--- src/rtl/xze_pkg.sv ---
package xze_pkg;

  typedef enum logic [1:0] {
    ST_IDLE,
    ST_READ,
    ST_EMIT,
    ST_DONE
  } engState_t;

  // Strobes from the sequencer to the datapath.
  typedef struct packed {
    logic load;      // capture descriptor fields
    logic accEn;     // a source word is accepted this cycle
    logic accFirst;  // that word is from source 0 (restart accumulator)
    logic zeroFold;  // fold the finished XOR word into the zero flag
    logic lastWord;  // current offset is the final word
  } engStrobe_t;

endpackage

--- src/rtl/xze_ctrl.sv ---
module xze_ctrl
  import xze_pkg::*;
#(
  parameter int MAX_SRC = 16,
  parameter int CNT_W   = 24,
  localparam int IDX_W   = $clog2(MAX_SRC),
  localparam int WORDS_W = CNT_W - 1
) (
  input  logic               clk,
  input  logic               rstN,
  input  logic               startValid,
  output logic               startReady,
  input  logic               fillEn,
  input  logic               zeroEn,
  input  logic [IDX_W-1:0]   srcLastIn,
  input  logic [CNT_W-1:0]   byteLen,
  input  logic [MAX_SRC-1:0] srcValid,
  output logic [MAX_SRC-1:0] srcReady,
  output logic               dstValid,
  input  logic               dstReady,
  output logic               dstLast,
  output logic               doneValid,
  output logic               busy,
  output logic [IDX_W-1:0]   srcSel,
  output engStrobe_t         strobe
);

  engState_t          state;
  logic               modeFill;
  logic               modeZero;
  logic [IDX_W-1:0]   srcLastIdx;
  logic [IDX_W-1:0]   srcIdx;
  logic [WORDS_W-1:0] wordsLeft;

  logic [CNT_W:0]     roundedLen;
  logic [WORDS_W-1:0] numWords;
  logic               lastWord;
  logic               srcFire;
  logic               lastSrc;
  logic               startFire;

  // words = ceil(bytes / 4)
  assign roundedLen = {1'b0, byteLen} + (CNT_W+1)'(3);
  assign numWords   = roundedLen[CNT_W:2];

  assign lastWord  = (wordsLeft == WORDS_W'(1));
  assign lastSrc   = (srcIdx == srcLastIdx);
  assign startReady = (state == ST_IDLE);
  assign startFire = startValid && startReady;
  assign srcFire   = (state == ST_READ) && srcValid[srcIdx];
  assign dstValid  = (state == ST_EMIT);
  assign dstLast   = dstValid && lastWord;
  assign doneValid = (state == ST_DONE);
  assign busy      = (state != ST_IDLE);
  assign srcSel    = srcIdx;

  always_comb begin
    for (int i = 0; i < MAX_SRC; i++) begin
      srcReady[i] = (state == ST_READ) && (srcIdx == IDX_W'(i));
    end
  end

  always_comb begin
    strobe.load     = startFire;
    strobe.accEn    = srcFire;
    strobe.accFirst = (srcIdx == '0);
    strobe.zeroFold = srcFire && lastSrc && modeZero;
    strobe.lastWord = lastWord;
  end

  always_ff @(posedge clk or negedge rstN) begin
    if (!rstN) begin
      state      <= ST_IDLE;
      modeFill   <= 1'b0;
      modeZero   <= 1'b0;
      srcLastIdx <= '0;
      srcIdx     <= '0;
      wordsLeft  <= '0;
    end else begin
      unique case (state)
        ST_IDLE: begin
          if (startFire) begin
            modeFill   <= fillEn;
            modeZero   <= zeroEn && !fillEn;
            srcLastIdx <= srcLastIn;
            srcIdx     <= '0;
            wordsLeft  <= numWords;
            if (numWords == '0)  state <= ST_DONE;
            else if (fillEn)     state <= ST_EMIT;
            else                 state <= ST_READ;
          end
        end
        ST_READ: begin
          if (srcFire) begin
            if (lastSrc) begin
              srcIdx <= '0;
              if (modeZero) begin
                wordsLeft <= wordsLeft - WORDS_W'(1);
                state     <= lastWord ? ST_DONE : ST_READ;
              end else begin
                state <= ST_EMIT;
              end
            end else begin
              srcIdx <= srcIdx + IDX_W'(1);
            end
          end
        end
        ST_EMIT: begin
          if (dstReady) begin
            wordsLeft <= wordsLeft - WORDS_W'(1);
            if (lastWord)      state <= ST_DONE;
            else if (modeFill) state <= ST_EMIT;
            else               state <= ST_READ;
          end
        end
        default: state <= ST_IDLE;
      endcase
    end
  end

endmodule

--- src/rtl/xze_datapath.sv ---
module xze_datapath
  import xze_pkg::*;
#(
  parameter int MAX_SRC = 16,
  localparam int IDX_W  = $clog2(MAX_SRC),
  localparam int WORD_W = 32
) (
  input  logic                      clk,
  input  logic                      rstN,
  input  engStrobe_t                strobe,
  input  logic [IDX_W-1:0]          srcSel,
  input  logic [WORD_W*MAX_SRC-1:0] srcData,
  input  logic                      fillEn,
  input  logic                      wbEnIn,
  input  logic [28:0]               countLow,
  input  logic [WORD_W-1:0]         fillWord,
  output logic [WORD_W-1:0]         dstData,
  output logic [3:0]                dstBe,
  output logic [31:0]               doneCount
);

  logic [WORD_W-1:0] srcWords [MAX_SRC];
  logic [WORD_W-1:0] fillReg;
  logic [WORD_W-1:0] acc;
  logic [WORD_W-1:0] accNext;
  logic [WORD_W-1:0] byteMask;
  logic [28:0]       cntReg;
  logic              isFill;
  logic              wbEn;
  logic              zeroErr;
  logic [3:0]        tailBe;

  for (genvar s = 0; s < MAX_SRC; s++) begin : g_split
    assign srcWords[s] = srcData[s*WORD_W +: WORD_W];
  end

  assign accNext = (strobe.accFirst ? '0 : acc) ^ srcWords[srcSel];

  // Tail mask: lowest (count mod 4) bytes, or all four when aligned.
  always_comb begin
    for (int b = 0; b < 4; b++) begin
      tailBe[b] = (cntReg[1:0] == 2'd0) || (2'(b) < cntReg[1:0]);
    end
  end

  assign dstBe = strobe.lastWord ? tailBe : 4'hF;

  for (genvar b = 0; b < 4; b++) begin : g_mask
    assign byteMask[8*b +: 8] = {8{dstBe[b]}};
  end

  always_ff @(posedge clk or negedge rstN) begin
    if (!rstN) begin
      fillReg <= '0;
      acc     <= '0;
      cntReg  <= '0;
      isFill  <= 1'b0;
      wbEn    <= 1'b0;
      zeroErr <= 1'b0;
    end else begin
      if (strobe.load) begin
        fillReg <= fillWord;
        cntReg  <= countLow;
        isFill  <= fillEn;
        wbEn    <= wbEnIn;
        zeroErr <= 1'b0;
      end
      if (strobe.accEn) acc <= accNext;
      if (strobe.zeroFold && |(accNext & byteMask)) zeroErr <= 1'b1;
    end
  end

  assign dstData   = isFill ? fillReg : acc;
  assign doneCount = {wbEn, wbEn & zeroErr, 1'b0, cntReg};

endmodule

--- src/rtl/xor_zero_engine.sv ---
module xor_zero_engine
  import xze_pkg::*;
#(
  parameter int MAX_SRC = 16,
  parameter int CNT_W   = 24,
  localparam int IDX_W  = $clog2(MAX_SRC)
) (
  input  logic                  clk,
  input  logic                  rstN,
  input  logic                  startValid,
  output logic                  startReady,
  input  logic [31:0]           ctrlWord,
  input  logic [31:0]           byteCount,
  input  logic [31:0]           fillWord,
  input  logic [MAX_SRC-1:0]    srcValid,
  output logic [MAX_SRC-1:0]    srcReady,
  input  logic [32*MAX_SRC-1:0] srcData,
  output logic                  dstValid,
  input  logic                  dstReady,
  output logic [31:0]           dstData,
  output logic [3:0]            dstBe,
  output logic                  dstLast,
  output logic                  doneValid,
  output logic [31:0]           doneCount,
  output logic                  busy
);

  engStrobe_t       strobe;
  logic [IDX_W-1:0] srcSel;
  logic             unusedBits;

  assign unusedBits = ^{ctrlWord[31:13], ctrlWord[11:9], ctrlWord[2:0],
                        byteCount[31:29]};

  xze_ctrl #(.MAX_SRC(MAX_SRC), .CNT_W(CNT_W)) u_ctrl (
    .clk        (clk),
    .rstN       (rstN),
    .startValid (startValid),
    .startReady (startReady),
    .fillEn     (ctrlWord[8]),
    .zeroEn     (ctrlWord[7]),
    .srcLastIn  (ctrlWord[3 +: IDX_W]),
    .byteLen    (byteCount[CNT_W-1:0]),
    .srcValid   (srcValid),
    .srcReady   (srcReady),
    .dstValid   (dstValid),
    .dstReady   (dstReady),
    .dstLast    (dstLast),
    .doneValid  (doneValid),
    .busy       (busy),
    .srcSel     (srcSel),
    .strobe     (strobe)
  );

  xze_datapath #(.MAX_SRC(MAX_SRC)) u_dp (
    .clk       (clk),
    .rstN      (rstN),
    .strobe    (strobe),
    .srcSel    (srcSel),
    .srcData   (srcData),
    .fillEn    (ctrlWord[8]),
    .wbEnIn    (ctrlWord[12]),
    .countLow  (byteCount[28:0]),
    .fillWord  (fillWord),
    .dstData   (dstData),
    .dstBe     (dstBe),
    .doneCount (doneCount)
  );

endmodule

--- config.mk ---
export PLATFORM = sky130hd
export DESIGN_NAME = xor_zero_engine
export DESIGN_NICKNAME = d
export VERILOG_FILES = /design/src/rtl/xze_pkg.sv /design/src/rtl/xze_ctrl.sv /design/src/rtl/xze_datapath.sv /design/src/rtl/xor_zero_engine.sv
export SDC_FILE = /design/constraint.sdc
export NUM_CORES = 1
export LEC_CHECK = 0
export CORE_AREA = 2 2 282 284
export CTS_BUF_LIST = sky130_fd_sc_hd__clkbuf_4 sky130_fd_sc_hd__clkbuf_8
export DETAILED_ROUTE_END_ITERATION = 10
export DIE_AREA = 0 0 284 286
export PLACE_DENSITY = 0.38
export SYNTH_ARGS = -nofsm -noshare
export SYNTH_HDL_FRONTEND = slang
export SYNTH_SLANG_ARGS = --single-unit
--- constraint.sdc ---
create_clock -name clk -period 9.6 [get_ports clk]
set_input_delay 1.92 -clock clk [delete_from_list [all_inputs] [get_ports clk]]
set_output_delay 1.92 -clock clk [all_outputs]
set_load 0.01 [all_outputs]
==> results of run 1 <==
[path summary, 6_finish.rpt]
path | from | endpoint | slack [ns] | depth (start not counted)
max reg2reg | u_ctrl.srcSel[0] | u_ctrl.wordsLeft[20] | 5.03 | 8
max in group asynchronous | rstN | u_ctrl.srcSel[1] | 6.83 | 2
min in group asynchronous | rstN | u_ctrl.wordsLeft[19] | 1.38 | 1
max | u_ctrl.srcSel[0] | srcReady[15] | 4.32 | 5
min | u_dp.cntReg[20] | u_dp.cntReg[20] | 0.50 | 2
min reg2reg | u_dp.cntReg[20] | u_dp.cntReg[20] | 0.50 | 2
[report_power, final]
part	leakage, uW	internal [uW]	total [uW]	switching (uW)
registers	0.00154	823	1220	394
clock network	0.000179	191	473	281
logic	0.00536	1620	3190	1570
[layout by cell type (no fill, tap or decap), types with 7 or more instances in the layout]
master and count:
xor2_1 11, a2bb2oi_1 8, nand3_1 39, and3_1 14, a21bo_2 8, nor4b_1 9
a22oi_2 14, nor3_1 16, o21ai_0 62, xnor2_1 14, o22ai_1 14, a22oi_1 29
buf_4 14, ha_1 12, or3_1 10, and2_1 7, mux4_2 139, dfrtp_1 127
nor2_1 54, a31oi_1 7, diode_2 16, nand2_1 88, clkbuf_8 18, a21oi_1 92
nor4_1 15, mux2_2 92, mux2i_1 12, nand2b_1 10, clkdlybuf4s50_1 685, a22o_1 11
nand4_1 7, o21ai_1 8, inv_1 24
[synthesized netlist by cell type, types with 9 or more instances]
library cell    n
mux4_2        139
dfrtp_1       130
a21oi_1        92
mux2_2         92
nand2_1        89
o21ai_0        62
nor2_1         55
clkbuf_1       43
nand3_1        39
a22oi_1        29
inv_1          24
nor3_1         16
buf_2          15
nor4_1         15
a22oi_2        14
and3_1         14
o22ai_1        14
xnor2_1        14
ha_1           12
mux2i_1        12
a22o_1         11
xor2_1         11
buf_4          10
nand2b_1       10
or3_1          10
buf_1           9
buf_6           9
nor4b_1         9
[cells by family (layout without fill, tap and decap cells)]
kind of cell / after synthesis / after routing / share of synthesized area [%]
fa+ha+maj: 12 / 12 / 1.26
simple gates: 293 / 293 / 12.3
xor+xnor: 25 / 25 / 1.84
compound gates: 288 / 288 / 16.0
other cells: 2 / 18 / 0.0630
mux: 245 / 245 / 36.4
buf+inv: 112 / 758 / 4.80
flops: 130 / 130 / 27.3
[worst max-delay path: cells and delay by family (launching register included)]
family | cells | cell delay (ns)
and+or+nand+nor | 2 | 0.32
adders and majority gates | 1 | 0.33
DFF | 1 | 0.90
buffers and inverters | 2 | 1.13
[through the flow]
step,power (uW),instance area [um^2],hold slack [ns]
finish,4870,20200,0.495
global route,5250,20200,0.524
global placement,4410,19800,0.473
floorplan,3080,11900,0.457
detailed placement,4450,19800,0.481
CTS,4960,20200,0.502
[registers in the layout (all words and copies together), names as in the netlist]
signal / cells
u_dp.acc: 32
u_dp.fillReg: 32
u_dp.cntReg: 29
u_ctrl.wordsLeft: 23
u_ctrl.srcLastIdx: 4
u_ctrl.srcSel: 4
u_ctrl.state: 2
u_ctrl.modeFill: 1
u_ctrl.modeZero: 1
u_dp.wbEn: 1
u_dp.zeroErr: 1
[final cells by class]
type,instances,area (um^2)
fillers,8452,58200
multi-input cells,865,8120
repair buffers,702,7010
flip-flops and latches,130,3260
well taps,1050,1310
clock buffers,19,255
clock inverters,13,101
inverters,24,90.1
diodes,16,40.0
[routing by layer]
metal | vias up | track usage [%] | part of all wire (%)
met3 | 70 | 4.47 | 6.4
met1 | 6489 | 28.0 | 47
met4 | 10 | 3.68 | 0.87
met2 | 538 | 31.7 | 46
met5 | - | 0 | 0.078
li1 | 5661 | - | -
==> summary by stage, run 1 <==
Run status
The flow ran to the end, and the final reports show no timing, DRC or antenna violations.

Power and ir drop
The leakage component of the power is between 0.007 and 0.008 uW. The maximum VDD drop is around 160 uV. The total power per unit cell area is about 240 nW/um^2.

Floorplan
The core region is 78400 um^2. In this run the core area contains approximately 100 standard-cell rows. The initial standard-cell utilization of the core is between 10% and 20%. The overall die area is a little over 80000 um^2.

The vertical die dimension is roughly 290 um. The die is around 280 um wide. around 700 I/O pins were placed.

Min path
The worst hold path belongs to the class register to register.

Global route
The global-route total usage across every layer is around a fifth. Entering global routing, the biggest net connects a little under 100 pins. The number of global-route vias before repair is around 13k. The total grt overflow is 0. The global-route wire length before repair is approximately 110000 um. The initial antenna violation count came to 45.

Drt
In this run the remaining antenna-violating nets after routing total 0. The total number of vias is around 13k. Dividing the detail-routed wire length by the instance count gives about 29 um. The number of design rule violations left after detail routing is 0. The length of the first detailed-routing pass in iterations is 5. The aggregate routed wire length is between 80000 and 90000 um. The number of violations reported at the end of detailed-routing iteration 0 is approximately 870. The average vias per placed instance is 4.53.

Setup path
The critical path is of the register to primary output type. For the worst setup path, the data required time is 7.68 ns. The signal on the critical path passes through buf_12 -> ha_1 -> nand2_1 -> nor2_1 -> clkdlybuf4s50_1. For this run, the slowest stage of the critical path takes 0.90 ns.

The slowest stage of the critical path belongs to the cell dfrtp_4. In this run the worst path has a maximum fanout of about 90. The endpoint type of the worst setup path is a primary output. The data arrival time of the critical path is between 3 and 4 ns. STA classifies the critical path startpoint as a register.

Yosys
The leading register cell type out of synthesis is dfrtp_1. For this run, asynchronously set or reset flops after synthesis account for 100%. By area the synthesized netlist is led by dfrtp_1 27%, mux4_2 26%, mux2_2 8.7%. The sequential area share after synthesis is a little over a quarter. A synthesized cell averages approximately 11 um^2. The number of nets handed over by synthesis was between 1.5k and 2k. The post-synthesis cell type count is a little over 70. The netlist area before placement is roughly 12000 um^2. The Yosys step of the flow raised 0 warnings.

In this run, synthesis produced a sequential element count of 130. The instance count of the mapped netlist is between 1k and 1.5k. The number of synthesized flops with an enable pin is 0.

The share of the synthesized area in the top cell type is about 27%. Of all cell types, the one taking the most synthesized area is dfrtp_1.

Clocking
The root buffer cell is clkbuf_8. The number of buffers added by the clock tree synthesis step is 17. The total number of clock tree sinks is 130. In this run, post-CTS hold repair placed 0 buffers.

The maximum buffer depth of the clock tree is 2. The clock transition at the registers of the reported paths is about 0.090 ns. TritonCTS built the clock tree. At the later pin of the worst-skew pair, clock insertion delay measures around 0.53 ns. Once the clock tree was built, the resizer swapped 0 gates to a different size. Once the clock tree was built, the setup fixing pass inserted 0 buffers.

The number of levels the H-tree was split into is 4.

STA
In the post-route analysis, the smallest setup slack over all paths is roughly 4.3 ns. Setup repair after global routing left no endpoint under its margin. The worst max-slew margin expressed relative to the limit is a little under a quarter. Clock skew on the completed layout was measured at roughly 0.020 ns. For this run, the top clock speed supported by timing is ~190 MHz. The count of final hold-check violations was 0. The total negative setup slack is 0 ns. Setup violations remaining at the end of the flow were counted as 0.

The worst path needs roughly 5.3 ns of the cycle, external delays included. For the pin with the worst max-slew slack, the measured transition is between 1 and 1.5 ns. The part of the cycle the worst path needs is 55.0%. The total count of max-transition violations in the final report came to 0.

Place
The worst slack at placement is 4.59 ns. The weighted congestion reported at the end of routability-driven placement is 0.908. The instance count after placement with tap cells included is 2771. The detailed placement HPWL is 69700 um.

The port buffer count is between 600 and 700.

Layout
The count of cells in the finished layout, fillers not included, comes to roughly 2.8k. The utilization of the core after routing is about a quarter. Relative to the synthesized area, the layout overhead comes to 69.6%.

The fraction of final layout cells sized beyond drive strength 1 is a little under a fifth. The final net count is 2380.

Job
The tool flagged a number of max-cap violations equal to 0.
No activity file was read; power rests on OpenSTA's default activity.
==> run 2: changes to the inputs <==
--- a/config.mk
+++ b/config.mk
@@ -5,11 +5,11 @@
 export SDC_FILE = /design/constraint.sdc
 export NUM_CORES = 1
 export LEC_CHECK = 0
-export CORE_AREA = 2 2 282 284
+export CORE_AREA = 2 2 276 278
 export CTS_BUF_LIST = sky130_fd_sc_hd__clkbuf_4 sky130_fd_sc_hd__clkbuf_8
 export DETAILED_ROUTE_END_ITERATION = 10
-export DIE_AREA = 0 0 284 286
-export PLACE_DENSITY = 0.38
+export DIE_AREA = 0 0 278 280
+export PLACE_DENSITY = 0.39
 export SYNTH_ARGS = -nofsm -noshare
 export SYNTH_HDL_FRONTEND = slang
 export SYNTH_SLANG_ARGS = --single-unit
==> constraint.sdc (replaced) <==
create_clock -name clk -period 5.1 [get_ports clk]
set_input_delay 1.02 -clock clk [delete_from_list [all_inputs] [get_ports clk]]
set_output_delay 1.02 -clock clk [all_outputs]
set_load 0.01 [all_outputs]
==> summary by stage, run 2 (synthesis results as in run 1) <==
Drt
The first routing iteration left between 800 and 900 violations. The routed wire length per instance is roughly 30 um. The routed design has just over 80000 um of wire. The average vias per placed instance is 4.59. The number of design rule violations left after detail routing is 0. For this block, the via count after detailed routing is between 10k and 15k.

The first detailed-routing pass ran for 5 iterations. In this run the remaining antenna-violating nets after routing total 0.

Setup path
The startpoint identified for the worst register-to-register timing path is u_ctrl.srcSel[0]. The endpoint type of the worst setup path is a primary output. At the worst endpoint, the required time is about 4.1 ns. Counting cells, the worst reg-to-reg path comes to 8. Of all nets on the critical path, the largest fanout is 7. The type of the worst setup path is register to primary output. The kind of launch point of the worst setup path is a register. Data arrives at the worst endpoint at 2.88 ns. The end of the worst register-to-register path is u_dp.zeroErr. The register-to-register path setup slack is 1.20 ns.

Power and ir drop
The total power consumption of the routed design is 9430 uW. The worst-case IR drop observed on VDD is between 200 and 250 uV. The leakage component of the power is 0.00716 uW. Dividing total power by cell area gives a power density of about 460 nW/um^2.

Floorplan
The vertical die dimension is between 200 and 300 um. The number of rows created at floorplan is 101. The I/O pin total is about 720. The region available for standard cell placement spans approximately 75000 um^2. The overall die width is about 280 um.

The die covers 77800 um^2. The initial standard-cell utilization of the core is approximately 16%.

Layout
The largest registers in the layout are u_dp.acc (32), u_dp.fillReg (32), u_dp.cntReg (29). The area growth from synthesis to layout is 70.3%. The final net count is 2387.

Summing all non-filler instances in the final layout gives an area of just over 20000 um^2. The most common cell after layout, fill and taps aside is clkdlybuf4s50_1. For this run, the share of the core covered by cells in the final layout is between 20% and 30%. The fraction of final layout cells sized beyond drive strength 1 is a little under a fifth. The top cell types in the final layout, fill and taps aside, are 685 x clkdlybuf4s50_1, 139 x mux4_2, 126 x dfrtp_1, 92 x mux2_2, 92 x a21oi_1.

Place
The wire-length estimate of the detail-placed layout is slightly above 70000 um. The port buffer count is a little under 700. The worst slack at placement is 1.04 ns. The cell area after placement is 19800 um^2. The congestion estimate from routability-driven global placement came to 0.925.

Clocking
CTS saw 130 sinks. The maximum buffer depth of the clock tree is 2. The root buffer cell is clkbuf_8. The clock transition at the registers of the reported paths is 0.09 ns. The number of levels the H-tree was split into is 4. In this run, post-CTS hold repair placed 0 buffers. The number of gates resized after CTS was 0.

The CTS tree is done. Buffers added to address setup during post-CTS repair amount to 0. Clock latency on the worst-skew pair, taken at its later pin, is approximately 0.54 ns. Buffers inserted during clock tree synthesis total 17.

STA
Once routing completed, OpenROAD measured the worst setup slack at 1.20 ns. The count of final hold-check violations was 0. The maximum clock frequency is about 260 MHz. The total count of max-transition violations in the final report is 0.

Dividing the final minimum period by the clock period gives between 70% and 80%. The clock period could shrink to roughly 3.9 ns. In the final timing run, aggregate negative setup slack is 0 ns. Setup repair after global routing left no endpoint under its margin. For the pin with the worst max-slew slack, the measured transition is around 1.2 ns.

Across the routed clock network, the largest skew measured is between 0.01 and 0.015 ns. Setup violations remaining at the end of the flow were counted as 0. The worst max-slew margin expressed relative to the limit is a little over a fifth.

Global route
For met2 alone, demand over resource in global routing was 33.4%. The largest net degree at the start of global routing is 76. The total grt overflow is 0. After global routing, the most crowded layer is met2. Global routing used between 20% and 30% of the available tracks across all layers.

The number of global-route vias before repair is around 13k. Global routing consumed, on the met1 layer, 28.5% of the routing resources. For this run, global-route usage on met3 was measured as roughly 5.9%.

The initial antenna violation count is 56. The first global-routing pass estimated around 110000 um of wire.

Job
The tool flagged a number of max-cap violations equal to 0.

Run status
The run finished with clean final reports.

Min path
The class of the tightest hold or removal check is input pin to asynchronous set/reset pin.
run 2: worst max-delay path by stage:
| stage | from | end | slack (ns) | depth (start not counted) |
|---|---|---|---|---|
| 2_1_floorplan | u_ctrl.srcSel[1] | u_dp.acc[24] | 2.05 | 12 |
| 3_3_place_gp | srcValid[7] | u_ctrl.wordsLeft[11] | 1.07 | 8 |
| 3_5_place_dp | srcValid[7] | u_ctrl.wordsLeft[11] | 1.04 | 8 |
| 4_1_cts | u_ctrl.srcSel[0] | srcReady[0] | 1.04 | 5 |
| 5_1_grt | u_ctrl.wordsLeft[6] | dstBe[2] | 0.89 | 6 |
| 6_report | u_ctrl.wordsLeft[6] | dstBe[3] | 1.20 | 6 |
run 2: per-layer routing:
metal,routed length (um),up-vias
met4,777,14
met3,5910,71
met1,37500,6414
met2,38700,502
li1,-,5682
met5,80,-
run 2: layout make-up:
type / instances / area [um^2]
clock inverter: 15 / 230
sequential: 130 / 3260
multi-input combinational: 865 / 8120
fill: 7947 / 54900
antenna: 23 / 57.6
timing repair buffer: 709 / 7080
clock buffer: 17 / 234
inverter: 24 / 90.1
tap: 978 / 1220
run 2: worst max-delay path, cell delays in order, from the launching register on:
cell and delay [ns]:
dfrtp_1 0.42, nor3_1 0.52, nand2_1 0.16, nor4_1 0.30, buf_4 0.20, nand2b_1 0.14
clkdlybuf4s50_1 0.59
run 2: stage by stage:
stage	hold WS, ns	cells
2_1_floorplan	0.457	1107
3_5_place_dp	0.481	2706
3_3_place_gp	0.475	2706
6_report	0.495	2761
5_1_grt	0.520	2748
4_1_cts	0.495	2738
run 2: report_power, final:
group          total, uW  switching, uW  internal [uW]
clock               1100            515            586
sequential          2270            720           1550
combinational       6060           2980           3080
==> run 3: changes to the inputs <==
==> constraint.sdc (replaced) <==
create_clock -name clk -period 3.6 [get_ports clk]
set_input_delay 0.72 -clock clk [delete_from_list [all_inputs] [get_ports clk]]
set_output_delay 0.72 -clock clk [all_outputs]
set_load 0.01 [all_outputs]
==> summary by stage, run 3 (synthesis results as in run 1) <==
Run status
The flow ran to the end, and the final reports show no timing, DRC or antenna violations.

STA
For the pin with the worst max-slew slack, the measured transition is 0.961 ns. In the finished design, the share of the clock period the worst path needs comes to between 90% and 100%. After routing, the total negative slack on setup checks comes to 0 ns. The minimum hold slack is ~0.17 ns. Setup violations remaining at the end of the flow were counted as 0. Setup repair after global routing left no endpoint under its margin. The post-route clock skew is ~0.02 ns.

The shortest clock period the worst path allows after layout is between 3 and 4 ns. In the post-route analysis, the smallest setup slack over all paths is about 0.2 ns. The total count of max-transition violations in the final report is 0. The worst max-slew margin expressed relative to the limit is between 30 and 40%. Timing would allow up to about 290 MHz. The count of final hold-check violations is 0.

Clocking
After clock tree synthesis, the flow added hold-fix buffers numbering 0. Clock tree synthesis found a total of 130 sinks. The later pin in the worst-skew pair is clocked with a latency of 0.55 ns. Post-CTS timing repair inserted 0 buffers for setup. The CTS tree is done. In this run the clock root is driven by a clkbuf_8.

Counting along the longest clock path gives a buffer depth of 2. The count of cells resized by post-cts repair is 0. The number of levels the H-tree was split into is 4.

The number of buffers added by the clock tree synthesis step is 17. The clock transition at the registers of the reported paths is ~0.090 ns.

Global route
The number of global-route vias before repair was between 10k and 15k. Entering global routing, the biggest net connects 68 pins. The total overflow left after global routing is 0. The global-route total usage across every layer is 21.1%. The global-route wire length before repair is between 100000 and 150000 um. The initial antenna violation count is 50.

Power and ir drop
Of the total power, the share spent switching nets is about 45%. In this run, the clock network consumes 10.3% of the power. VDD sags by at most around 300 uV.

The relative contribution of sequential cells to total power is 22.9%. The leakage component of the power is ~0.0074 uW. The combinational cell fraction of total power is 66.8%.

Cell internal power was estimated by the tool at about 7500 uW. The total power per unit cell area is roughly 660 nW/um^2. In this run the power spent charging and discharging nets is 6090 uW.

Setup path
STA classifies the critical path endpoint as a primary output. The type of the worst setup path is register to primary output. Along the worst path, the maximum fanout reaches 7.

Data on the critical path arrives at its endpoint at between 2 and 3 ns. STA puts the critical path data required time at between 2 and 3 ns. The kind of launch point of the worst setup path is a register.

Layout
In the final layout, the registers with the most flip-flops are u_dp.acc (32), u_dp.fillReg (32), u_dp.cntReg (29). The final net count is roughly 2.4k. The layout overhead on the synthesized area is 73.7%. At the end of the flow the core is filled with cells to between 20% and 30%. The fraction of final layout cells sized beyond drive strength 1 is approximately a fifth. The library cell used most frequently in the layout, excluding fill and tap cells, is clkdlybuf4s50_1.

The top cell types in the final layout, fill and taps aside, are 685 x clkdlybuf4s50_1, 139 x mux4_2, 126 x dfrtp_1, 92 x mux2_2, 92 x a21oi_1.

Drt
The count of nets left with antenna violations once routing finished came out at 0. The total number of vias is ~13k. In the routed design, unresolved DRC markers number 0. In the final routed layout, each cell accounts on average for between 20 and 30 um.

The pre-antenna-repair detailed-routing pass consisted of 5 iterations. Using the TritonRoute via totals, the vias-per-cell ratio works out to ~4.6. After the first detailed-routing iteration, the DRC count stood at about 910. The aggregate routed wire length is 83400 um.

Floorplan
The I/O pin total is between 700 and 800. Row generation in the floorplan step produced roughly 100 rows. The die covers about 78000 um^2.

The initial utilization of the core area, before any placement, comes to 15.8%. In this run the standard cell core region covers about 75000 um^2. The vertical die dimension is 280 um. From left edge to right edge, the die measures roughly 280 um.

Place
Buffers placed on the I/O ports in this run total around 690. The weighted congestion reported at the end of routability-driven placement is around 0.96. Once detailed placement completed, the half-perimeter wirelength came to just over 70000 um.

The worst slack at placement is about 0.18 ns.

Min path
The class of the tightest hold or removal check is input pin to asynchronous set/reset pin.

Job
Across the run, the number of max-cap violations was 0.
## run 3: layout make-up
type                            instances  area [um^2]
Antenna cell                           12         30.0
Clock inverter                         15          175
Sequential cell                       130         3260
Clock buffer                           17          234
Tap cell                              978         1220
Fill cell                            7878        54500
Inverter                               24         90.1
Timing Repair Buffer                  754         7540
Multi-Input combinational cell        865         8130
## run 3: worst paths after layout
check / slack, ns / cells after the start / from / end
min: 0.17 / 1 / rstN / u_dp.cntReg[26]
min reg2reg: 0.49 / 2 / u_dp.cntReg[20] / u_dp.cntReg[20]
max in group asynchronous: 2.63 / 2 / rstN / u_dp.fillReg[16]
max: 0.20 / 6 / u_ctrl.wordsLeft[13] / dstBe[2]
min in group clk: 0.49 / 2 / u_dp.cntReg[20] / u_dp.cntReg[20]
max reg2reg: 0.21 / 10 / u_ctrl.srcSel[0] / u_dp.zeroErr
## run 3: layer usage
layer / GRT usage, % / wire (um) / part of all wire [%] / vias up
met5: 0 / 87 / 0.10 / -
li1: - / - / - / 5759
met3: 5.14 / 5750 / 6.9 / 67
met1: 28.9 / 37800 / 45 / 6536
met4: 2.58 / 678 / 0.81 / 14
met2: 34.5 / 39100 / 47 / 539
## run 3: metrics by stage
step / instance area [um^2] / cells / power [uW]
6_report: 20700 / 2795 / 13600
3_5_place_dp: 20200 / 2751 / 12300
2_1_floorplan: 11900 / 1107 / 8200
5_1_grt: 20700 / 2786 / 14600
3_3_place_gp: 20200 / 2751 / 12100
4_1_cts: 20600 / 2783 / 13800
## run 3: power groups by stage
stage	logic, uW	registers, uW	clock network, uW
detailed placement	9140	3120	0
floorplan	5470	2730	0
global route	9790	3230	1540
CTS	9180	3100	1480
global placement	9040	3090	0
finish	9060	3110	1400
## run 3: critical path, stage by stage, from the launching register on
cell and delay, ns:
dfrtp_1 0.43, nor3_1 0.33, nand2b_1 0.20, nor4_1 0.20, buf_4 0.20, nand2_1 0.16
clkdlybuf4s50_1 0.61
